### config.mk
export PLATFORM = sky130hd
export DESIGN_NAME = oled_boot_seq
export DESIGN_NICKNAME = d
export VERILOG_FILES = /design/src/rtl/oled_seq_pkg.sv /design/src/rtl/oled_rst_timer.sv /design/src/rtl/oled_req_hold.sv /design/src/rtl/oled_boot_seq.sv
export SDC_FILE = /design/constraint.sdc
export NUM_CORES = 1
export LEC_CHECK = 0
export ABC_AREA = 1
export BUFFER_PORTS_ARGS = -buffer_cell sky130_fd_sc_hd__buf_2
export CORE_MARGIN = 2
export CORE_UTILIZATION = 60
export DETAILED_ROUTE_END_ITERATION = 8
export PLACE_DENSITY_LB_ADDON = 0.12
export SYNTH_ARGS = -nofsm -noshare
export SYNTH_HDL_FRONTEND = slang
export SYNTH_SLANG_ARGS = --single-unit
### constraint.sdc
create_clock -name clk -period 4.2 [get_ports clk]
set_input_delay 1.05 -clock clk [delete_from_list [all_inputs] [get_ports clk]]
set_output_delay 1.05 -clock clk [all_outputs]
set_load 0.05 [all_outputs]
### src/rtl/oled_seq_pkg.sv
package oled_seq_pkg;
    localparam int INIT_LEN = 23;
    localparam int IDX_W    = $clog2(INIT_LEN);

    typedef enum logic [2:0] {
        ST_IDLE, ST_RLOW, ST_RREC, ST_INIT, ST_RDY, ST_SVC
    } seq_st_e;

    typedef enum logic [1:0] {
        SVC_BLK, SVC_CON, SVC_WIN
    } svc_e;

    function automatic logic [7:0] init_byte(logic [IDX_W-1:0] i, logic tall, logic flip);
        logic [7:0] b;
        case (i)
            5'd0:  b = 8'hAE;
            5'd1:  b = 8'hD5;
            5'd2:  b = 8'h80;
            5'd3:  b = 8'hA8;
            5'd4:  b = tall ? 8'h3F : 8'h1F;
            5'd5:  b = 8'hD3;
            5'd6:  b = 8'h00;
            5'd7:  b = 8'h40;
            5'd8:  b = 8'h8D;
            5'd9:  b = 8'h14;
            5'd10: b = 8'h20;
            5'd11: b = 8'h01;
            5'd12: b = flip ? 8'hA0 : 8'hA1;
            5'd13: b = flip ? 8'hC8 : 8'hC0;
            5'd14: b = 8'hDA;
            5'd15: b = tall ? 8'h12 : 8'h02;
            5'd16: b = 8'hD9;
            5'd17: b = 8'hF1;
            5'd18: b = 8'hA4;
            5'd19: b = 8'hA6;
            5'd20: b = 8'hAF;
            5'd21: b = 8'h81;
            5'd22: b = tall ? 8'hCF : 8'h8F;
            default: b = 8'hE3;
        endcase
        return b;
    endfunction

    function automatic logic [7:0] win_byte(logic [IDX_W-1:0] i, logic flip);
        logic [7:0] b;
        case (i)
            5'd0:    b = flip ? 8'h00 : 8'h04;
            5'd1:    b = 8'h10;
            default: b = 8'h40;
        endcase
        return b;
    endfunction

    function automatic logic [IDX_W-1:0] svc_last(svc_e k);
        logic [IDX_W-1:0] l;
        case (k)
            SVC_BLK: l = IDX_W'(0);
            SVC_CON: l = IDX_W'(1);
            default: l = IDX_W'(2);
        endcase
        return l;
    endfunction
endpackage

### src/rtl/oled_rst_timer.sv
module oled_rst_timer #(
    parameter int CYCLES = 16
) (
    input  logic clk,
    input  logic rst_n,
    input  logic load_i,
    output logic done_o
);
    localparam int CW = (CYCLES > 1) ? $clog2(CYCLES) : 1;

    logic [CW-1:0] cnt_d, cnt_q;

    always_comb begin
        cnt_d = cnt_q;
        if (load_i)
            cnt_d = CW'(CYCLES - 1);
        else if (cnt_q != '0)
            cnt_d = cnt_q - 1'b1;
    end

    always_ff @(posedge clk or negedge rst_n) begin
        if (!rst_n) cnt_q <= '0;
        else        cnt_q <= cnt_d;
    end

    assign done_o = (cnt_q == '0);

    // a reload always starts a full window, so done drops next cycle
    p_reload_r1: assert property (@(posedge clk) disable iff (!rst_n)
        load_i |=> (!done_o || (CYCLES == 1)));
endmodule

### src/rtl/oled_req_hold.sv
module oled_req_hold (
    input  logic       clk,
    input  logic       rst_n,
    input  logic       blank_req_i,
    input  logic       unblank_req_i,
    input  logic       con_req_i,
    input  logic [7:0] con_val_i,
    input  logic       win_req_i,
    input  logic       clr_blk_i,
    input  logic       clr_con_i,
    input  logic       clr_win_i,
    output logic       pend_blk_o,
    output logic       blk_on_o,
    output logic       pend_con_o,
    output logic [7:0] con_val_o,
    output logic       pend_win_o
);
    typedef struct packed {
        logic       pblk;
        logic       blk_on;
        logic       pcon;
        logic [7:0] cval;
        logic       pwin;
    } hold_t;

    hold_t h_d, h_q;

    always_comb begin
        h_d = h_q;
        if (clr_blk_i) h_d.pblk = 1'b0;
        if (clr_con_i) h_d.pcon = 1'b0;
        if (clr_win_i) h_d.pwin = 1'b0;
        if (blank_req_i || unblank_req_i) begin
            h_d.pblk   = 1'b1;
            h_d.blk_on = blank_req_i;
        end
        if (con_req_i) begin
            h_d.pcon = 1'b1;
            h_d.cval = con_val_i;
        end
        if (win_req_i) h_d.pwin = 1'b1;
    end

    always_ff @(posedge clk or negedge rst_n) begin
        if (!rst_n) h_q <= '0;
        else        h_q <= h_d;
    end

    assign pend_blk_o = h_q.pblk;
    assign blk_on_o   = h_q.blk_on;
    assign pend_con_o = h_q.pcon;
    assign con_val_o  = h_q.cval;
    assign pend_win_o = h_q.pwin;

    // blank beats unblank in the same cycle
    p_blank_wins_r7: assert property (@(posedge clk) disable iff (!rst_n)
        blank_req_i |=> (pend_blk_o && blk_on_o));
    // a held request stays until the sequencer takes it
    p_con_held_r9: assert property (@(posedge clk) disable iff (!rst_n)
        (pend_con_o && !clr_con_i) |=> pend_con_o);
endmodule

### src/rtl/oled_boot_seq.sv
module oled_boot_seq
    import oled_seq_pkg::*;
#(
    parameter int RST_CYCLES = 16
) (
    input  logic       clk,
    input  logic       rst_n,
    input  logic       start_i,
    input  logic       cfg_tall_i,
    input  logic       cfg_flip_i,
    input  logic       blank_req_i,
    input  logic       unblank_req_i,
    input  logic       contrast_req_i,
    input  logic [7:0] contrast_val_i,
    input  logic       frame_req_i,
    output logic       panel_rst_n_o,
    output logic       cmd_valid_o,
    input  logic       cmd_ready_i,
    output logic [7:0] cmd_byte_o,
    output logic       dc_o,
    output logic       busy_o,
    output logic       init_done_o
);
    typedef struct packed {
        seq_st_e          st;
        logic [IDX_W-1:0] idx;
        svc_e             kind;
        logic [7:0]       cap;
        logic             tall;
        logic             flip;
        logic             done;
    } ctl_t;

    ctl_t c_d, c_q;

    logic       tmr_load, tmr_done;
    logic       clr_blk, clr_con, clr_win;
    logic       pend_blk, blk_on, pend_con, pend_win;
    logic [7:0] con_val;
    logic       any_pend;

    oled_rst_timer #(.CYCLES(RST_CYCLES)) tmr_i (
        .clk    (clk),
        .rst_n  (rst_n),
        .load_i (tmr_load),
        .done_o (tmr_done)
    );

    oled_req_hold hold_i (
        .clk           (clk),
        .rst_n         (rst_n),
        .blank_req_i   (blank_req_i),
        .unblank_req_i (unblank_req_i),
        .con_req_i     (contrast_req_i),
        .con_val_i     (contrast_val_i),
        .win_req_i     (frame_req_i),
        .clr_blk_i     (clr_blk),
        .clr_con_i     (clr_con),
        .clr_win_i     (clr_win),
        .pend_blk_o    (pend_blk),
        .blk_on_o      (blk_on),
        .pend_con_o    (pend_con),
        .con_val_o     (con_val),
        .pend_win_o    (pend_win)
    );

    assign any_pend = pend_blk || pend_con || pend_win;

    always_comb begin
        c_d      = c_q;
        tmr_load = 1'b0;
        clr_blk  = 1'b0;
        clr_con  = 1'b0;
        clr_win  = 1'b0;
        case (c_q.st)
            ST_IDLE, ST_RDY: begin
                if (start_i) begin
                    c_d.st   = ST_RLOW;
                    c_d.tall = cfg_tall_i;
                    c_d.flip = cfg_flip_i;
                    c_d.done = 1'b0;
                    tmr_load = 1'b1;
                end else if (c_q.st == ST_RDY) begin
                    c_d.idx = '0;
                    if (pend_blk) begin
                        c_d.st   = ST_SVC;
                        c_d.kind = SVC_BLK;
                        c_d.cap  = blk_on ? 8'hAE : 8'hAF;
                        clr_blk  = 1'b1;
                    end else if (pend_con) begin
                        c_d.st   = ST_SVC;
                        c_d.kind = SVC_CON;
                        c_d.cap  = con_val;
                        clr_con  = 1'b1;
                    end else if (pend_win) begin
                        c_d.st   = ST_SVC;
                        c_d.kind = SVC_WIN;
                        clr_win  = 1'b1;
                    end
                end
            end
            ST_RLOW: begin
                if (tmr_done) begin
                    c_d.st   = ST_RREC;
                    tmr_load = 1'b1;
                end
            end
            ST_RREC: begin
                if (tmr_done) begin
                    c_d.st  = ST_INIT;
                    c_d.idx = '0;
                end
            end
            ST_INIT: begin
                if (cmd_ready_i) begin
                    if (c_q.idx == IDX_W'(INIT_LEN - 1)) begin
                        c_d.st   = ST_RDY;
                        c_d.done = 1'b1;
                    end else begin
                        c_d.idx = c_q.idx + 1'b1;
                    end
                end
            end
            ST_SVC: begin
                if (cmd_ready_i) begin
                    if (c_q.idx == svc_last(c_q.kind))
                        c_d.st = ST_RDY;
                    else
                        c_d.idx = c_q.idx + 1'b1;
                end
            end
            default: c_d.st = ST_IDLE;
        endcase
    end

    always_ff @(posedge clk or negedge rst_n) begin
        if (!rst_n) c_q <= '{st: ST_IDLE, kind: SVC_BLK, default: '0};
        else        c_q <= c_d;
    end

    always_comb begin
        cmd_byte_o = 8'h00;
        if (c_q.st == ST_INIT) begin
            cmd_byte_o = init_byte(c_q.idx, c_q.tall, c_q.flip);
        end else if (c_q.st == ST_SVC) begin
            case (c_q.kind)
                SVC_BLK: cmd_byte_o = c_q.cap;
                SVC_CON: cmd_byte_o = (c_q.idx == '0) ? 8'h81 : c_q.cap;
                default: cmd_byte_o = win_byte(c_q.idx, c_q.flip);
            endcase
        end
    end

    assign cmd_valid_o   = (c_q.st == ST_INIT) || (c_q.st == ST_SVC);
    assign panel_rst_n_o = (c_q.st != ST_RLOW);
    assign dc_o          = (c_q.st == ST_RDY);
    assign busy_o        = !((c_q.st == ST_IDLE) || ((c_q.st == ST_RDY) && !any_pend));
    assign init_done_o   = c_q.done;

    // every offered byte is a command byte
    p_dc_low_r2: assert property (@(posedge clk) disable iff (!rst_n)
        cmd_valid_o |-> !dc_o);
    // a stalled byte is held unchanged
    p_hold_r11: assert property (@(posedge clk) disable iff (!rst_n)
        (cmd_valid_o && !cmd_ready_i) |=> (cmd_valid_o && $stable(cmd_byte_o)));
    // nothing is offered while the panel is in reset
    p_quiet_rst_r1: assert property (@(posedge clk) disable iff (!rst_n)
        !panel_rst_n_o |-> !cmd_valid_o);
    // offering a byte implies busy
    p_busy_r10: assert property (@(posedge clk) disable iff (!rst_n)
        cmd_valid_o |-> busy_o);
    // accepting the final bring-up byte raises done
    p_done_r10: assert property (@(posedge clk) disable iff (!rst_n)
        (cmd_valid_o && cmd_ready_i && !init_done_o && cmd_byte_o != 8'h81
         && $past(cmd_byte_o) == 8'h81 && $past(cmd_valid_o)) |=> init_done_o);
endmodule

## Yosys cells after proc, flatten, opt, wreduce, memory -nomap -nowiden

Cells that the tools add are included.

| storage, ports and cells | value |
|---|---|
| flip-flop bits (word level) | 37 |
| bits of input ports | 18 |
| output and inout bits | 13 |
| logic and storage cells | 153 |

| operators by class | value |
|---|---|
| add/subtract/negate cells | 2 |
| eq/ne operators | 43 |
| muxes and demuxes | 66 |
| bitwise operators | 1 |
| reductions and logical operators | 28 |

Operators by type and width:

| cell | number |
|---|---|
| one-hot mux 8 bit (23 select lines) | 1 |
| 2-to-1 mux 8 bit | 7 |
| == test 5 x 4 -> 1 bit, second input constant | 8 |
| == test 5 bit, second input constant | 7 |
| 2-to-1 mux 1 bit | 26 |
| 2-to-1 mux 5 bit | 5 |
| 2-to-1 mux 3 bit | 8 |
| inequality test 2 bit, second input constant | 11 |
| == test 5 x 3 -> 1 bit, second input constant | 4 |
| one-hot mux 5 bit (4 select lines) | 1 |
| 2-to-1 mux 18 bit | 1 |
| one-hot mux 8 bit (2 select lines) | 1 |
| AND reduction 8 bit | 2 |
| 2-to-1 mux 15 bit | 1 |
| one-hot mux 3 bit (5 select lines) | 1 |
| one-hot mux 7 bit (2 select lines) | 1 |
| 2-to-1 mux 4 bit | 3 |
| AND reduction 4 bit | 3 |
| nonzero test 2 bit | 6 |
| == test 5 x 2 -> 1 bit, second input constant | 2 |
| 2-to-1 mux 10 bit | 1 |
| 2-to-1 mux 9 bit | 1 |
| nonzero test 4 bit | 2 |
| 2-to-1 mux 7 bit | 1 |
| 26 further kinds | 36 |

## Longest topological paths before layout

| depth | value |
|---|---|
| depth after elaboration | 8 |
| gate-level depth with buffers | 12 |
| mapped depth without buffers | 12 |

## Hierarchy

Synthesis repeated with hierarchy kept, for this count alone.

| second synthesis, totals | value |
|---|---|
| cells, all modules | 381 |
| area total of the unflattened synthesis | 2642.5 um2 |

By module, submodules not included:

| module | times used | cells each | area each (um2) |
|---|---|---|---|
| oled_boot_seq | 1 | 299 | 1964.4 |
| oled_req_hold | 1 | 53 | 461.7 |
| oled_rst_timer | 1 | 29 | 216.5 |

## Worst setup path after synthesis

Ideal clock, no wire load.

| path | value |
|---|---|
| kind | reg-to-output |
| start | reg c_q[13] in the netlist's numbering |
| end | out cmd_byte_o[4] |
| data arrival time | 2.330 ns |
| setup slack | 0.820 ns |
| cell stages (with the launch flop) | 10 |
| path buffers | 0 |
| cell sequence | dfrtp_1 -> inv_1 -> ha_1 -> nand2_2 -> inv_1 -> nand2_2 -> inv_1 -> nand2_1 -> o21ai_1 -> o21ai_0 |

| between the ends | value |
|---|---|
| longest elaborated chain between the ends | 5 |
| elaborated cells between the ends (all ways) | 29 |

Ends and longest elaborated chain:

| what | RTL line | RTL |
|---|---|---|
| start: declaration | oled_boot_seq.sv:34 | `ctl_t c_d, c_q;` |
| start signal: assignment | oled_boot_seq.sv:137 | `if (!rst_n) c_q <= '{st: ST_IDLE, kind: SVC_BLK, default: '0};` |
| start signal: assignment | oled_boot_seq.sv:138 | `else c_q <= c_d;` |
| == test 5 x 1 -> 1 bit / zero test 5 bit (equally long branches) | oled_seq_pkg.sv:15, oled_seq_pkg.sv:46, oled_boot_seq.sv:148 |  |
| one-hot mux 7 bit (2 select lines) / 2-to-1 mux 8 bit (equally long branches) | oled_seq_pkg.sv:46, oled_boot_seq.sv:148 |  |
| one-hot mux 8 bit (2 select lines) | oled_boot_seq.sv:146 | `case (c_q.kind)` |
| 2-to-1 mux 8 bit | oled_boot_seq.sv:145 | `end else if (c_q.st == ST_SVC) begin` |
| 2-to-1 mux 8 bit * | oled_boot_seq.sv:143 | `if (c_q.st == ST_INIT) begin` |
| end: declaration | oled_boot_seq.sv:19 | `output logic [7:0] cmd_byte_o,` |

Mark *: on every way between the ends. The rest lies on a longest branch, timed or not.

## Worst setup path in the final report

| path | value |
|---|---|
| start | reg c_q[13] in the netlist's numbering |
| end | out cmd_byte_o[0] |

Same word-level chain as after synthesis.

==> reports/qor.tcl <==
set qor(status) {completed}
set qor(grt_antenna_before_repair) 0
set qor(xor_xnor_share_of_the_synthesized_area_pct) 1.072
set qor(power.static_leakage_nw) 1.495
set qor(fmax_mhz) 289.6
set qor(cts.clk_slew.worst_paths_ns) 0.08
set qor(syn_inst) 374
set qor(synthTopCellsByCount) {nand2_1 (106), nor2_1 (61), inv_1 (48)}
set qor(setup_total_negative_slack_ns) 0
set qor(vias_per_cell) 5.273
set qor(post-synth-top-area-fraction_pct) 37.77
set qor(effective_utilization_at_floorplan_pct) 61.72
set qor(synth-warning-count) 0
set qor(grt-ovfl-total) 0
set qor(crit_path_frequent_cell) {nand2_1}
set qor(clk_path_buf_depth) 2
set qor(yosys_register_bits) 37
set qor(synth_nets) 399
set qor(synthDominantAreaCellType) {dfrtp_1}
set qor(period_needed_ns) 3.453
set qor(critical-path-slowest-cell) {dfrtp_1}
set qor(hold_viol) 0
set qor(cts-resized-gates) 0
set qor(synth_simple_gate_area_share_pct) 36.19
set qor(nNetsFinal) 432
set qor(max_slew_headroom_pct) 45.88
set qor(core_mm2) 0.003971
set qor(floorplan.rows) 23
set qor(cts.root.buffer_cell) {clkbuf_8}
set qor(syn_area_mm2) 0.002451
set qor(netlist_top_cells_area) {dfrtp_1 (38%), nand2_1 (16%), nor2_1 (9.3%)}
set qor(cap_viol_max_count) 0
set qor(tightest_slew_ns) 0.8119
set qor(clock_tree.htree_level_count) 2
set qor(gp_congestion) 1.014
set qor(synth_top_family_by_area) {simple AND/OR/NAND/NOR gates}
set qor(detail_route.first_pass.iterations) 5
set qor(critPathKind) {register to primary output}
set qor(final.hold.worst_slack_ns) 0.4886
set qor(synth-async-reset-ratio_pct) 100.0
set qor(fin_crit_sh_pct) 82.21
set qor(drt_wl_total_um) 5741
set qor(synthAdderAreaFrac_pct) 3.573
set qor(routed_wirelength_normalized_by_instance_count_um) 12.53
set qor(post_synth.cell_area_avg_um2) 6.554
set qor(floorplan.die.width_um) 67.92
set qor(area_growth_syn_to_layout_pct) 12.66
set qor(synthMostInstantiatedCell) {nand2_1}
set qor(post-layout-total-power_mw) 1.525
set qor(placement.io_buffers) 30
set qor(layout-drive-gt1-share_pct) 12.75
set qor(tritoncts) {built}
set qor(antenna_cells_inserted) 0
set qor(floorplan.io_pins) 31
set qor(combined_area_of_the_multi_input_logic_cells_mm2) 0.001313
set qor(maximum_resistive_drop_on_vdd_mv) 0.4266
set qor(cp_data_required_time_ns) 3.15
set qor(cts.sink_count) 37
set qor(critical_path.cell_chain) {inv_1 > ha_1 > nand2_1 > nor2_1 > nor2_2 > nand2_1 > nor2_1 > nand3_1 > nand2_1 > nand2_1 > nand2_1 > buf_2}
set qor(hold_class) {register to register}
set qor(slowest_delay_ns) 0.47
set qor(worst_clock_skew_ns) 0.004695
set qor(final_antenna_net_count) 0
set qor(wire_length_of_the_first_global_routing_pass_um) 9632
set qor(post-cts-setup-buffers) 0
set qor(full_die_area_mm2) 0.004612
set qor(timing.critical_path.arrival_ns) 2.40
set qor(latest_clock_arrival_within_the_worst_skew_pair_ns) 0.30
set qor(synth-seq-area-share_pct) 37.77
set qor(start_kind) {register}
set qor(footprint_of_the_flip_flops_and_latches_um2) 925.9
set qor(grt_usage_pct) 28.04
set qor(first_iter_violations) 305
set qor(vias_in_the_first_global_route) 2180
set qor(vias) 2415
set qor(detailed_place_hpwl_um) 4445
set qor(dp_slack_ns) 1.104
set qor(cellPowerDensity_mw_per_mm2) 552.3
set qor(synth-compound-area-share_pct) 12.71
set qor(nFillCells) 340
set qor(yosys.cell_types.count) 26
set qor(unrepaired_setup_endpoints_after_global_routing) {false}
set qor(synth_edf_count) 0
set qor(crit_path_end_kind) {primary output}
set qor(dieHeight_um) 67.92
set qor(ys.flop_type) {dfrtp_1}
set qor(drc) 0
set qor(final-max-slew-violation-count) 0
set qor(setup_violations) 0
set qor(crit_fanout) 7
set qor(setup_slack_ns) 0.7474
set qor(cts_made_buffers) 5
set qor(synth_mux_area_share_pct) 0
set qor(grt_max_degree) 38
set qor(cts_hold_buf) 0
==> per-layer routing <==
metal / track usage [%] / vias to the layer above / wire, um
li1: - / 1247 / -
met1: 38.72 / 1065 / 2707
met2: 44.12 / 92 / 2630
met3: 4.770 / 11 / 314
met4: 10.75 / 0 / 89
met5: 0 / - / 0
==> cell families after synthesis <==
logic type | count (synthesis)
flops | 37
fa+ha+maj | 7
xor+xnor | 3
buf+inv | 56
compound gates | 59
simple gates | 212
==> flip-flops by register name, summed over array words and instances, names as in the netlist <==
name / count
tmr_i.cnt_q: 4
c_q: 20
hold_i.pend_win_o: 1
hold_i.pend_blk_o: 1
init_done_o: 1
hold_i.blk_on_o: 1
hold_i.con_val_o: 8
hold_i.pend_con_o: 1
==> final timing paths <==
check / start / end / slack, ns / depth (start not counted)
hold reg to reg: hold_i.con_val_o[0] / hold_i.con_val_o[0] / 0.49 / 2
max in group asynchronous: rst_n / c_q[17] / 2.85 / 1
setup reg to reg: c_q[13] / c_q[17] / 2.15 / 10
hold / removal: hold_i.con_val_o[0] / hold_i.con_val_o[0] / 0.49 / 2
min in group asynchronous: rst_n / tmr_i.cnt_q[0] / 0.84 / 1
setup / recovery: c_q[13] / cmd_byte_o[0] / 0.75 / 12
==> layout make-up <==
cell class	count	area share, %
sequential	37	33.53
multi-input combinational	281	47.53
inverter	52	7.068
timing repair buffer	30	5.437
clock inverter	3	1.676
clock buffer	5	2.492
tap	50	2.266
==> critical path: cells and delay by family, from the launching register on <==
kind,cells,cell delay (ns)
flip-flops,1,0.47
AND/OR/NAND/NOR,9,1.00
adder cells (fa/ha/maj),1,0.24
buffers and inverters,2,0.38
==> cells in the final DEF (no fill, tap or decap), types with 2 or more instances in the layout <==
| master | netlist | routed |
|---|---|---|
| dfrtp_1 | 37 | 37 |
| o21ai_0 | 33 | 33 |
| clkbuf_8 | 0 | 5 |
| inv_1 | 48 | 48 |
| nand2_2 | 5 | 5 |
| a21oi_1 | 10 | 10 |
| buf_2 | 2 | 30 |
| inv_2 | 4 | 4 |
| o211ai_1 | 3 | 3 |
| ha_1 | 7 | 7 |
| nor3_1 | 7 | 7 |
| o21bai_1 | 2 | 2 |
| o21ai_1 | 9 | 9 |
| nand3_1 | 23 | 23 |
| nor2_2 | 3 | 3 |
| nand4_1 | 3 | 3 |
| xnor2_1 | 2 | 2 |
| nor2_1 | 61 | 61 |
| nand2_1 | 106 | 106 |
==> stage by stage <==
step                      instances  util, %  instance area, um2
after floorplan                 374        -                2451
after global placement          450    66.64                2646
after detailed placement        450    66.64                2646
after CTS                       458    69.53                2761
after global routing            458    69.53                2761
final                           458    69.53                2761
==> power by group <==
part / internal, mW / switching (mW)
logic: 0.209 / 0.495
registers: 0.434 / 0.0685
clock network: 0.178 / 0.141
total: 0.821 / 0.705
Note: power is estimated with default switching activity, not from simulation.
